<file path="src/rtl/band_search_ctrl.sv">
module band_search_ctrl #(
  parameter int BAND_W = 8
) (
  input  logic              clk,
  input  logic              rst_n,
  input  logic              race_done,
  input  logic              ref_won,
  output logic [BAND_W-1:0] band,
  output logic              busy,
  output logic              done
);
  localparam logic [BAND_W-1:0] MID   = BAND_W'(1) << (BAND_W - 1);
  localparam logic [BAND_W-1:0] FIRST = BAND_W'(1) << (BAND_W - 2);

  logic [BAND_W-1:0] weight;
  logic              take;

  assign busy = |weight;
  assign done = ~busy;
  assign take = race_done & busy;

  always_ff @(posedge clk) begin
    if (!rst_n) begin
      band   <= MID;
      weight <= FIRST;
    end else if (take) begin
      band   <= ref_won ? band + weight : band - weight;
      weight <= weight >> 1;
    end
  end

  AST_START_MID: assert property (@(posedge clk) disable iff (!rst_n)
    $rose(rst_n) |-> (band == MID && busy));
  AST_UP_MOVE: assert property (@(posedge clk) disable iff (!rst_n)
    (race_done && busy && ref_won) |=> (band > $past(band)));
  AST_DOWN_MOVE: assert property (@(posedge clk) disable iff (!rst_n)
    (race_done && busy && !ref_won) |=> (band < $past(band)));
  AST_IDLE_HOLD: assert property (@(posedge clk) disable iff (!rst_n)
    !race_done |=> ($stable(band) && $stable(busy)));
  AST_FROZEN: assert property (@(posedge clk) disable iff (!rst_n)
    done |=> ($stable(band) && done));
endmodule

</file>
<file path="config.mk">
export PLATFORM = sky130hd
export DESIGN_NAME = band_search_ctrl
export DESIGN_NICKNAME = d
export VERILOG_FILES = /design/src/rtl/band_search_ctrl.sv
export SDC_FILE = /design/constraint.sdc
export NUM_CORES = 1
export LEC_CHECK = 0
export BUFFER_PORTS_ARGS = -buffer_cell sky130_fd_sc_hd__buf_2
export CAP_MARGIN = 10
export CORE_UTILIZATION = 40
export CTS_BUF_LIST = sky130_fd_sc_hd__clkbuf_8 sky130_fd_sc_hd__clkbuf_16
export CTS_CLUSTER_DIAMETER = 200
export CTS_CLUSTER_SIZE = 12
export DETAILED_ROUTE_END_ITERATION = 8
export PLACE_DENSITY_LB_ADDON = 0.1
export SYNTH_ARGS = -nofsm -noshare
export SYNTH_HDL_FRONTEND = slang
export SYNTH_SLANG_ARGS = --single-unit
</file>
<file path="constraint.sdc">
create_clock -name clk -period 2.6 [get_ports clk]
set_input_delay 0.52 -clock clk [delete_from_list [all_inputs] [get_ports clk]]
set_output_delay 0.52 -clock clk [all_outputs]
set_load 0.03 [all_outputs]
</file>
[Word level (Yosys, flattened, before mapping)]
Cells that the tools add are included.
Operators by class
  add/subtract/negate cells: 2
  mux-type cells: 1
  bitwise logic cells: 2
  reduce and logical (&&, ||, !) cells: 1
Operator list (count)
  $add A8 B7 Y8: 1
  $mux W8: 1
  $sub A8 B7 Y8: 1
  $reduce_or A7 Y1: 1
  $and A1 B1 Y1: 1
  $not A1 Y1: 1
Storage, ports and cells
  bits in registers: 15
  input port bits: 4
  logic and storage cells: 8

[Longest topological paths before layout]
  depth after elaboration: 2
  gate-level depth with buffers: 12

[Least setup slack after synthesis]
No wires, ideal clock.
  kind: reg2reg
  from: register weight[0]
  to: register band[6]
  library setup time: 63 ps
  data arrival time: 2297 ps
  required time: 2537 ps
  path slack: 241 ps
  stages on the path, launching flop included: 13
  buffers on the path: 0
  path through: dfxtp_1 -> inv_1 -> ha_1 -> or2b_2 -> nor2_1 -> nor2_1 -> xor2_1 -> ha_1 -> o21ai_0 -> o21bai_1 -> a21oi_1 -> or4b_1 -> nand3_1
Between the ends
  cells in the longest elaborated chain, start to end: 2
  elaborated cells between the ends (all ways): 5
  those cells by class: 2 x add/sub; 1 x mux; 1 x bitwise; 1 x reduce/logical
RTL lines
  from (decl): line 15  | logic [BAND_W-1:0] weight;
  from (signal assigned): line 28  | weight <= weight >> 1;
  $sub A8 B7 Y8 (tied with other cells): line 27  | band <= ref_won ? band + weight : band - weight;
  $mux W8 / $and A1 B1 Y1 (equally long branches): line 27, 20
  to (signal assigned): line 27
  to (decl): line 8  | output logic [BAND_W-1:0] band,
Several ways; a longest one is shown, not always the timed one.
A chain may end at the register's enable or synchronous reset.

[Final worst setup path]
  from: register weight[1]
  to: register band[6]
The elaborated chain is that of the path after synthesis.

==> impl_metrics.yaml <==
status:
  status: "finished clean"
worst_setup_path:
  start_kind: "register"
  crit_arrival_ns: 2.66
  path_buf_inv: 1
  end_kind: "register"
  slowest_stage: "or4b_1"
  cpLargestDelayFamily: "simple AND/OR/NAND/NOR gates"
  worstPathMaxFanout: 5
  criticalPathCategory: "reg -> reg"
  worstPathRequired_ns: 2.80
  path_cells: "inv_1 -> ha_1 -> or2b_4 -> nor2_1 -> nor2_1 -> xor2_1 -> ha_1 -> o21ai_2 -> o21bai_1 -> a21oi_1 -> or4b_1 -> nand3_1"
  cpPeakStageDelay_ns: 0.50
synthesis:
  syn_inst: 112
  yosys_warnings: 0
  ys_seq_area_frac: 0.296
  syn_area_per_cell_um2: 9.06
  synth-seq-cells: 15
  syn_area_um2: 1010
  ys_async_sr_fraction: 0
  synth_cell_types: 36
  synth_top_area_frac: 0.296
  synth_flop_cell: "dfxtp_1"
  synth.most_common_cell: "dfxtp_1"
  synth_area_leader_cell: "dfxtp_1"
  synth-edff-count: 0
  synthTopCellsByArea: "dfxtp_1 (30%), ha_1 (9.9%), xor2_1 (6.0%), nand2_1 (5.2%), a21boi_1 (4.4%)"
  synth_common_cells: "dfxtp_1 (15), nand2_1 (14), ha_1 (8), nor2_1 (8), xor2_1 (7)"
  syn_nets: 125
global_routing:
  grt_overflow: 0
  grt_max_degree: 19
  grt_pass1_wl_um: 3360
  grt_pass1_vias: 749
  grt_antenna_before_repair: 0
  grt_usage: 0.171
floorplanning:
  dieHeight_um: 52.4
  start_util: 0.442
  core_area_um2: 2300
  fp-row-count: 17
  ios: 14
  die_w_um: 52.4
  dieArea_um2: 2740
layout:
  drive_gt1_frac: 0.214
  fin_area_um2: 1130
  syn_to_final_growth_pct: 11.7
  finalNetCount: 140
  num-fill-cells: 243
  fin_cells: 154
  n_antenna_cell: 0
worst_hold_path:
  hp-class: "reg -> reg"
power_and_ir_drop:
  sw_frac_of_total: 0.311
  clockPowerShare: 0.338
  seq_power_share: 0.435
  p_leak_nw: 0.560
  p_comb_frac: 0.227
  p_int_mw: 0.402
  ir_drop_mv: 0.358
  pwr_density_cell_nw_per_um2: 514
  power_switching_mw: 0.181
  p_total_mw: 0.583
route:
  detail_route.wl_per_cell_um: 12.9
  drtPass1Iterations: 3
  wl_um: 1990
  num_vias: 799
  vias_per_cell: 5.19
  drt_iter0_drc: 6
  drcViolationCount: 0
  drtAntennaViolNets: 0
cts:
  cts-htree-levels: 1
  clk_path_buf_depth: 2
  post_cts_buffers: 0
  cts.sinks: 15
  cts_hold_buffers: 0
  cts_tree: "yes"
  cts.clk_slew.worst_paths_ns: 0.07
  cts_buffers: 3
  root_buffer: "clkbuf_8"
  cts_repair_resize_count: 0
  clk_latency_ns: 0.25
timing:
  worst-slew-pin-transition_ns: 0.340
  finalClockSkew_ns: 0.00325
  fin_crit_ns: 2.47
  finalHoldViolCount: 0
  finalMaxSlewViolations: 0
  max_slew_margin: 0.771
  setup_viol: 0
  clock.fmax_ghz: 0.405
  final.period_utilization: 0.949
placement:
  io_buffers: 13
  gp_congestion: 0.788
  dp.cells: 150
  place_area_um2: 1080
  hpwlAfterDp_um: 1390
job:
  drv_cap: 0
kinds of logic after synthesis:
logic type	count (synthesis)	synth area share
fa+ha+maj	9	0.118
buf+inv	8	0.0604
compound gates	25	0.170
xor+xnor	10	0.0863
mux	5	0.0506
flops	15	0.296
simple gates	40	0.218
final cells by class:
class / instances / area, um2 / share of cell area
flip-flops and latches: 15 / 302 / 0.266
inverters: 4 / 15.0 / 0.0132
clock inverters: 1 / 5.00 / 0.00442
well taps: 28 / 35.0 / 0.0309
clock buffers: 3 / 41.3 / 0.0364
repair buffers: 14 / 72.6 / 0.0640
multi-input cells: 89 / 663 / 0.585
worst paths after layout:
| check | from | to | slack (ns) | cells after the start |
|---|---|---|---|---|
| max | weight[1] | band[6] | 0.13 | 12 |
| min | band[3] | band[3] | 0.48 | 2 |
| max reg2reg | weight[1] | band[6] | 0.13 | 12 |
| min reg2reg | band[3] | band[3] | 0.48 | 2 |
power groups by stage:
stage                     Clock (mW)  Sequential [mW]  Combinational (mW)
after floorplan                    0            0.272              0.0914
final                          0.197            0.254               0.132
after CTS                      0.203            0.254               0.130
after global routing           0.214            0.255               0.146
after detailed placement           0            0.259               0.130
after global placement             0            0.258               0.129
state kept, by name, indices dropped and copies added, names as in the netlist:
signal / cells
band: 8
weight: 7
through the flow:
stage / TNS, ns / util / hold slack, ns / setup WS (ns)
floorplan: 0 / - / 0.465 / 0.241
global placement: 0 / 0.468 / 0.459 / 0.136
detailed placement: 0 / 0.468 / 0.470 / 0.0668
CTS: 0 / 0.489 / 0.482 / 0.0360
global route: -0.00777 / 0.493 / 0.498 / -0.00777
finish: 0 / 0.493 / 0.477 / 0.132
routing by layer:
metal	wire [um]	vias up	GRT usage
li1	-	418	-
met1	943	364	0.223
met2	950	13	0.259
met3	70	4	0.0522
met4	30	0	0.0658
met5	0	-	0
worst reg2reg max path: stages (launching register included):
cell and delay [ns]:
dfxtp_1 0.34, inv_1 0.06, ha_1 0.15, or2b_4 0.29, nor2_1 0.11, nor2_1 0.06, xor2_1 0.14, ha_1 0.37
o21ai_2 0.09, o21bai_1 0.14, a21oi_1 0.10, or4b_1 0.50, nand3_1 0.07
layout by cell type, fill, tap and decap left out, drive strengths merged, types with 3 or more instances in the layout:
master  synthesis  layout
nand2          14      14
a21o            3       3
buf             2      14
xor2            7       7
o21ai           3       3
nor2b           5       5
xnor2           3       3
nand3           4       4
inv             4       4
a21boi          6       6
a21oi           4       4
clkbuf          2       3
ha              8       8
nor2            8       8
dfxtp          15      15
mux2i           4       4
No activity file was read; power rests on OpenSTA's default activity.
